===== src/rtl/cap_tmr_pkg.sv =====
package cap_tmr_pkg;
  localparam int          ST_W      = 16;
  localparam int          MODE_W    = 3;
  localparam logic [2:0]  MODE_FREE = 3'b010;
  localparam logic [2:0]  MODE_ONCE = 3'b110;

  function automatic logic [ST_W-1:0] pack_status(input logic ovf);
    logic [ST_W-1:0] w;
    w    = '0;
    w[0] = ovf;
    return w;
  endfunction
endpackage


===== src/rtl/cap_tmr_mode_dec.sv =====
module cap_tmr_mode_dec
  import cap_tmr_pkg::*;
(
  input  logic [MODE_W-1:0] mode,
  output logic              cap_mode,
  output logic              once_mode
);
  logic is_free;
  assign is_free   = (mode == MODE_FREE);
  assign once_mode = (mode == MODE_ONCE);
  assign cap_mode  = is_free | once_mode;
endmodule


===== src/rtl/cap_tmr_counter.sv =====
module cap_tmr_counter #(
  parameter int CNT_W = 16
) (
  input  logic             clk,
  input  logic             srst,
  input  logic             tick,
  input  logic             start,
  input  logic             cap_trig,
  input  logic             cap_mode,
  input  logic             once_mode,
  output logic [CNT_W-1:0] count_q,
  output logic [CNT_W-1:0] cap_q,
  output logic             run_q,
  output logic             cap_ev,
  output logic             wrap_ev
);
  localparam logic [CNT_W-1:0] CNT_TOP = '1;
  localparam logic [CNT_W-1:0] CNT_ONE = {{(CNT_W-1){1'b0}}, 1'b1};

  function automatic logic [CNT_W-1:0] bump(input logic [CNT_W-1:0] v);
    return v + CNT_ONE;
  endfunction

  function automatic logic at_top(input logic [CNT_W-1:0] v);
    return v == CNT_TOP;
  endfunction

  assign cap_ev  = cap_trig & cap_mode & run_q & ~start;
  assign wrap_ev = run_q & tick & ~start & at_top(count_q);

  always_ff @(posedge clk) begin
    if (srst) begin
      count_q <= '0;
      cap_q   <= '0;
      run_q   <= 1'b0;
    end else if (start) begin
      count_q <= '0;
      run_q   <= 1'b1;
    end else if (cap_ev) begin
      cap_q <= count_q;
      if (once_mode) run_q   <= 1'b0;
      else           count_q <= '0;
    end else if (run_q && tick) begin
      count_q <= bump(count_q);
    end
  end

  p_once_stop_r1: assert property (@(posedge clk) disable iff (srst)
    (cap_ev && once_mode) |=> (!run_q && $stable(count_q)));
  p_free_restart_r1: assert property (@(posedge clk) disable iff (srst)
    (cap_ev && !once_mode) |=> (count_q == '0 && run_q));
  p_cap_load_r2: assert property (@(posedge clk) disable iff (srst)
    cap_ev |=> (cap_q == $past(count_q)));
  p_start_r9: assert property (@(posedge clk) disable iff (srst)
    start |=> (count_q == '0 && run_q && $stable(cap_q)));
  p_tick_inc_r10: assert property (@(posedge clk) disable iff (srst)
    (run_q && tick && !start && !cap_ev) |=> (count_q == $past(count_q) + CNT_ONE));
  p_idle_hold_r10: assert property (@(posedge clk) disable iff (srst)
    (!tick && !start && !cap_ev) |=> $stable(count_q));
endmodule


===== src/rtl/cap_tmr_ovf_track.sv =====
module cap_tmr_ovf_track (
  input  logic clk,
  input  logic srst,
  input  logic start,
  input  logic cap_mode,
  input  logic cap_ev,
  input  logic wrap_ev,
  output logic ovf_flag
);
  logic pend_q;

  always_ff @(posedge clk) begin
    if (srst) begin
      pend_q   <= 1'b0;
      ovf_flag <= 1'b0;
    end else begin
      if (cap_ev) ovf_flag <= pend_q | wrap_ev;
      if (start || cap_ev)         pend_q <= 1'b0;
      else if (wrap_ev && cap_mode) pend_q <= 1'b1;
    end
  end

  p_flag_hold_r3: assert property (@(posedge clk) disable iff (srst)
    !cap_ev |=> $stable(ovf_flag));
  p_no_overflow_r4: assert property (@(posedge clk) disable iff (srst)
    (cap_ev && !pend_q && !wrap_ev) |=> !ovf_flag);
  p_overflow_set_r4: assert property (@(posedge clk) disable iff (srst)
    (cap_ev && pend_q) |=> ovf_flag);
  p_same_cycle_r5: assert property (@(posedge clk) disable iff (srst)
    (cap_ev && wrap_ev) |=> ovf_flag);
  p_other_mode_r6: assert property (@(posedge clk) disable iff (srst)
    !cap_mode |=> $stable(ovf_flag));
endmodule


===== src/rtl/cap_tmr_channel.sv =====
module cap_tmr_channel
  import cap_tmr_pkg::*;
#(
  parameter int CNT_W = 16
) (
  input  logic             clk,
  input  logic             srst,
  input  logic [2:0]       mode,
  input  logic             tick,
  input  logic             start,
  input  logic             cap_trig,
  output logic [CNT_W-1:0] count,
  output logic [CNT_W-1:0] cap_val,
  output logic             running,
  output logic [15:0]      status
);
  logic cap_mode, once_mode, cap_ev, wrap_ev, ovf_flag;

  cap_tmr_mode_dec u_dec (
    .mode      (mode),
    .cap_mode  (cap_mode),
    .once_mode (once_mode)
  );

  cap_tmr_counter #(.CNT_W(CNT_W)) u_cnt (
    .clk       (clk),
    .srst      (srst),
    .tick      (tick),
    .start     (start),
    .cap_trig  (cap_trig),
    .cap_mode  (cap_mode),
    .once_mode (once_mode),
    .count_q   (count),
    .cap_q     (cap_val),
    .run_q     (running),
    .cap_ev    (cap_ev),
    .wrap_ev   (wrap_ev)
  );

  cap_tmr_ovf_track u_ovf (
    .clk      (clk),
    .srst     (srst),
    .start    (start),
    .cap_mode (cap_mode),
    .cap_ev   (cap_ev),
    .wrap_ev  (wrap_ev),
    .ovf_flag (ovf_flag)
  );

  assign status = pack_status(ovf_flag);

  p_status_hi_r7: assert property (@(posedge clk) disable iff (srst)
    status[15:1] == '0);
  p_reset_r8: assert property (@(posedge clk)
    srst |=> (status == '0 && count == '0 && cap_val == '0 && !running));
  p_cap_gate_r2: assert property (@(posedge clk) disable iff (srst)
    (!cap_mode || start) |=> $stable(cap_val));
endmodule


===== config.mk =====
export PLATFORM = sky130hd
export DESIGN_NAME = cap_tmr_channel
export DESIGN_NICKNAME = d
export VERILOG_FILES = /design/src/rtl/cap_tmr_pkg.sv /design/src/rtl/cap_tmr_mode_dec.sv /design/src/rtl/cap_tmr_counter.sv /design/src/rtl/cap_tmr_ovf_track.sv /design/src/rtl/cap_tmr_channel.sv
export SDC_FILE = /design/constraint.sdc
export NUM_CORES = 1
export LEC_CHECK = 0
export ABC_AREA = 1
export BUFFER_PORTS_ARGS = -buffer_cell sky130_fd_sc_hd__buf_4
export CAP_MARGIN = 20
export CORE_ASPECT_RATIO = 0.9
export CORE_MARGIN = 2
export CORE_UTILIZATION = 47
export DETAILED_ROUTE_END_ITERATION = 16
export PLACE_DENSITY = 0.74
export SYNTH_ARGS = -nofsm -noshare
export SYNTH_HDL_FRONTEND = slang
export SYNTH_HIERARCHICAL = 1
export SYNTH_SLANG_ARGS = --single-unit

===== constraint.sdc =====
create_clock -name clk -period 2.05 [get_ports clk]
set_input_delay 0.1025 -clock clk [delete_from_list [all_inputs] [get_ports clk]]
set_output_delay 0.1025 -clock clk [all_outputs]
set_load 0.005 [all_outputs]

==> results.tsv, run 1 <==
metric	value	unit
run status	completed	
Post-DRT Antenna Nets	0	
Fill cells	353	
Antenna Cells	0	
Initial Util	49.0	%
critical path class	reg2reg	
final hold violation count	0	
Tot Pwr	0.00141	W
Post-Syn Instances	254	
Synth Warn #	6	
Detailed Place HPWL	3030	um
Overflow after GRT	0	
Fmax	643	MHz
Placeable Area	3700	sq um
crit-path leading delay family	simple AND/OR/NAND/NOR gates	
crit path time final	1.55	ns
Mapped Area	1820	sq um
RSZ-0062 raised after global routing	no	
Distinct cells, synth	23	
worst-path maximum fanout	6	
CP required	2.29	ns
Reg-to-Reg Start	u_cnt/count_q[1]	
WL per Instance	12.3	um
Post-Syn Area per Cell	7.15	sq um
1st-iter DRT viols	122	
max-cap viol count	0	
layout cell share with drive strength beyond 1	27.5	%
GR Util met1	28.1	%
most frequent cells in the layout	buf_4, nand2_1, dfxtp_1	
most common cell after layout, fill and taps aside	buf_4	
Buf+Inv Stages, Crit Path	1	
post-CTS sizing	0	
Seq/Total Area, Yosys	38.6	%
Power Dens Cells	640	nW/um^2
met2 Use GR	30.2	%
Worst setup EP type	flop	
# setup viols final	0	
CP startpoint	u_cnt/count_q[1]	
Hold WC Path Type	in2reg	
Root Driver	clkbuf_8	
drt first pass iters	4	
global route hottest layer	met2	
Syn-to-layout area delta	21.4	%
WL final	4220	um
Via density	4.74	
CTS tree	done	
GR Util All Layers	20.5	%
Final GP Congestion	0.897	
DR vias	1631	
critical path, cell by cell	ha_1, nand2_1, inv_1, nand2_2, nor2_4, nand2_2, nor3_1, a21oi_1, nor2_1	
CTS clk-pin slew, worst paths	0.07	ns
slowest CP cell	dfxtp_1	
vias in the first global route	1478	
VDD IR-drop max	0.474	mV
Critical Path AT	1.80	ns
# DRC	0	
Skew-Pair Late Insertion Delay	0.30	ns
floorplan row count	21	
Pleak	1.02	nW
Die ar.	4380	sq um
Total Neg Setup Slack	0	ns
first-pass GRT wire length	6990	um
H-tree Lvls	2	
FF+latch count, synth	35	
Clock Skew	0.00872	ns
initial antenna violation count	0	
maximum clock path buffer count	2	
largest net degree at the start of global routing	33	
Ports	57	
Die W	69.5	um
met3 layer usage reported by global route	6.45	%
CTS sink cnt	35	
Port Buffers	41	
Num CTS Buffers	5	
Post-CTS Setup Repair Bufs	0	
beginning of the worst hold path	start	
R2R setup slack	0.50	ns
Max Slew Vio Count	0	
Worst path max stage delay	0.42	ns
# nets final	306	
Final period util	75.8	%
Worst setup SP type	flop	
Chip Height	63.0	um
CP most frequent cell	nand2_2	
[repair_timing]
action / in CTS / in global routing
endpoints found under the hold margin: 1 / 0
hold buffers: 1 / 0
endpoints found under the setup margin: 0 / 0
[worst min-delay path: cells and delay by family]
kind | cells | cell delay, ns
buffers and inverters | 1 | 0.11
and+or+nand+nor | 3 | 0.14
[synthesized netlist by cell type (all sizes together)]
cell type   n  area (sq um)
ha          1          12.5
buf        20           155
nand2      47           225
a21oi      22           110
nor2       41           191
inv        38           143
o22ai       1          6.26
clkbuf      1          3.75
nor3        2          10.0
o21ai      27           135
conb        1          3.75
dfxtp      35           701
nand3      18           120
[power breakdown]
part           internal (W)  switching [W]
Clock              0.000362       0.000270
Combinational     0.0000331      0.0000551
Sequential         0.000687     0.00000527
Total               0.00108       0.000331
[cells by family (layout without fill, tap and decap cells)]
kind of cell	count (synthesis)	after routing	synth area share, %
AO/OA/AOI/OAI	50	50	13.8
adder cells (fa/ha/maj)	1	1	0.689
buffers and inverters	59	89	16.6
flip-flops	35	35	38.6
other	1	15	0.206
AND/OR/NAND/NOR	108	108	30.1
[worst paths after layout]
kind	end	cells past startpoint
max	u_ovf/pend_q	9
min	u_ovf/pend_q	4
max reg2reg	u_ovf/pend_q	9
min reg2reg	u_ovf/pend_q	2
[cell type report]
class | instances | area [sq um] | area share, %
Clock inverter | 3 | 43.8 | 1.99
Multi-Input combinational cell | 174 | 867 | 39.3
Clock buffer | 5 | 68.8 | 3.12
Timing Repair Buffer | 43 | 325 | 14.7
Tap cell | 46 | 57.6 | 2.61
Sequential cell | 35 | 701 | 31.8
Inverter | 38 | 143 | 6.47
[metal layers]
layer	wire, um	share of wire (%)
met5	0	0
met1	2030	48
met4	57	1.4
met3	272	6.4
met2	1860	44
[state kept, by name, summed over array words and instances (netlist names)]
signal,count
u_cnt/cap_q,16
u_cnt/run_q,1
u_cnt/count_q,16
u_ovf/pend_q,1
u_ovf/ovf_flag,1
[stage by stage]
step	instance area [sq um]	utilization [%]	std cells	hold slack, ns	worst slack (ns)
after global routing	2210	59.5	344	0.113	0.301
final	2210	59.5	344	0.0985	0.495
after detailed placement	2080	56.2	335	0.298	0.534
after floorplan	1870	-	268	0.172	0.679
after global placement	2080	56.2	335	0.295	0.609
after CTS	2210	59.5	344	0.0956	0.525
Power figures use the tool's default switching activity.
==> run 2, diff against run 1 <==
--- a/config.mk
+++ b/config.mk
@@ -10,9 +10,9 @@
 export CAP_MARGIN = 20
 export CORE_ASPECT_RATIO = 0.9
 export CORE_MARGIN = 2
-export CORE_UTILIZATION = 47
+export CORE_UTILIZATION = 46
 export DETAILED_ROUTE_END_ITERATION = 16
-export PLACE_DENSITY = 0.74
+export PLACE_DENSITY = 0.76
 export SYNTH_ARGS = -nofsm -noshare
 export SYNTH_HDL_FRONTEND = slang
 export SYNTH_HIERARCHICAL = 1
==> constraint.sdc (replaced) <==
create_clock -name clk -period 1.25 [get_ports clk]
set_input_delay 0.0625 -clock clk [delete_from_list [all_inputs] [get_ports clk]]
set_output_delay 0.0625 -clock clk [all_outputs]
set_load 0.005 [all_outputs]
==> results.tsv, run 2 (synthesized netlist as in run 1, its figures left out) <==
metric	value	unit
run status	finished, violations left	
failing checks	setup timing	
Ports	57	
Post-DRT Antenna Nets	0	
Hold WC Path Type	in2reg	
# DRC	0	
Root Driver	clkbuf_8	
Syn-to-layout area delta	42.8	%
Detailed Place HPWL	3240	um
most common cell after layout, fill and taps aside	buf_4	
initial antenna violation count	0	
Top Registers	u_cnt/cap_q (16), u_cnt/count_q (16)	
Psw	0.000560	W
CTS clk-pin slew, worst paths	0.08	ns
Skew-Pair Late Insertion Delay	0.30	ns
final non-filler cell total	371	
CTS sink cnt	35	
Worst setup SP type	flop	
final hold violation count	0	
CP required	1.45	ns
Placeable Area	3760	sq um
Total Neg Setup Slack	-0.305	ns
vias in the first global route	1639	
worst-path maximum fanout	3	
Final GP Congestion	0.837	
largest net degree at the start of global routing	25	
Chip Height	63.6	um
Die ar.	4470	sq um
Port Buffers	41	
Clock Skew	0.0102	ns
GR Util All Layers	20.5	%
1st-iter DRT viols	134	
most frequent cells in the layout	buf_4, nand2_1, inv_1, dfxtp_1, nor2_1	
placed cells	356	
Comb pwr share	8.1	%
WL per Instance	13.3	um
DR vias	1845	
Initial Util	48.4	%
CTS tree	done	
final core utilization	69.1	%
Power Dens Cells	910	nW/um^2
critical path class	reg2reg	
Int Power	0.00180	W
sw frac	23.7	%
Pleak	1.23	nW
Antenna Cells	0	
Final period util	106	%
Final WS setup	-0.0692	ns
clock share of power	43.8	%
Num CTS Buffers	5	
max-cap viol count	0	
Fill cells	306	
WHS	0.0429	ns
Seq pwr share	48.0	%
first-pass GRT wire length	7200	um
Die W	70.2	um
floorplan row count	21	
Overflow after GRT	0	
Fmax	758	MHz
Critical Path AT	1.52	ns
WL final	4940	um
H-tree Lvls	2	
VDD IR-drop max	0.739	mV
# nets final	333	
Max Slew Vio Count	0	
maximum clock path buffer count	2	
# setup viols final	11	
Via density	4.97	
Place WS	-0.0863	ns
Worst setup EP type	flop	
crit path time final	1.32	ns
layout cell share with drive strength beyond 1	42.2	%
drt first pass iters	4	
RSZ-0062 raised after global routing	yes	
-- run 2: cell types whose count changed in the layout (fill, tap and decap cells not counted), sizes merged --
cell	change
clkbuf	+1
buf	+26
clkinvlp	+1
inv	-1
-- run 2: area by class of cell --
cell class	instances	area, sq um	area share [%]
multi-input combinational	174	972	37.5
timing repair buffer	70	581	22.4
tap	46	57.6	2.22
sequential	35	713	27.5
clock buffer	5	68.8	2.65
clock inverter	3	43.8	1.69
inverter	38	159	6.12
-- run 2: power by group through the flow --
stage          logic [W]  registers (W)  clock network, W
2_1_floorplan   0.000128        0.00116                 0
3_3_place_gp    0.000162        0.00116                 0
3_5_place_dp    0.000164        0.00116                 0
4_1_cts         0.000173        0.00113           0.00105
5_1_grt         0.000208        0.00114           0.00110
6_report        0.000192        0.00113           0.00103
-- run 2: path summary, 6_finish.rpt --
check | endpoint | slack [ns] | startpoint | cells past startpoint
setup / recovery | u_cnt/count_q[8] | -0.07 | u_cnt/count_q[0] | 9
hold / removal | u_ovf/pend_q | 0.04 | start | 4
setup reg to reg | u_cnt/count_q[8] | -0.07 | u_cnt/count_q[0] | 9
hold reg to reg | u_ovf/pend_q | 0.49 | u_ovf/pend_q | 2
-- run 2: repair_timing --
item                                    4_1_cts  5_1_grt
pin swaps                                    11       14
cloned                                        0        1
hold buffers                                  1        0
resized for setup                            16       31
endpoints found under the setup margin        8       21
hold endpoints to repair                      1        0
setup buffers                                 4        3
-- run 2: critical path: stages (launching register included) --
cell	delay [ns]
dfxtp_4	0.37
ha_4	0.15
nand2_4	0.06
inv_4	0.07
nand2_2	0.07
nor2_4	0.12
buf_4	0.13
nand3_2	0.08
nor2_1	0.12
nor2_1	0.06
-- run 2: per-layer routing --
layer / vias up / track usage, % / wire length (um)
li1: 910 / - / -
met1: 864 / 27.0 / 2220
met2: 62 / 31.7 / 2370
met3: 9 / 4.16 / 260
met4: 0 / 10.6 / 94
met5: - / 0 / 0
-- run 2: stage by stage --
step                      cell area (sq um)  total power, W
after floorplan                        1880         0.00129
after global placement                 2260         0.00132
after detailed placement               2260         0.00132
after CTS                              2470         0.00236
after global routing                   2590         0.00244
final                                  2590         0.00236
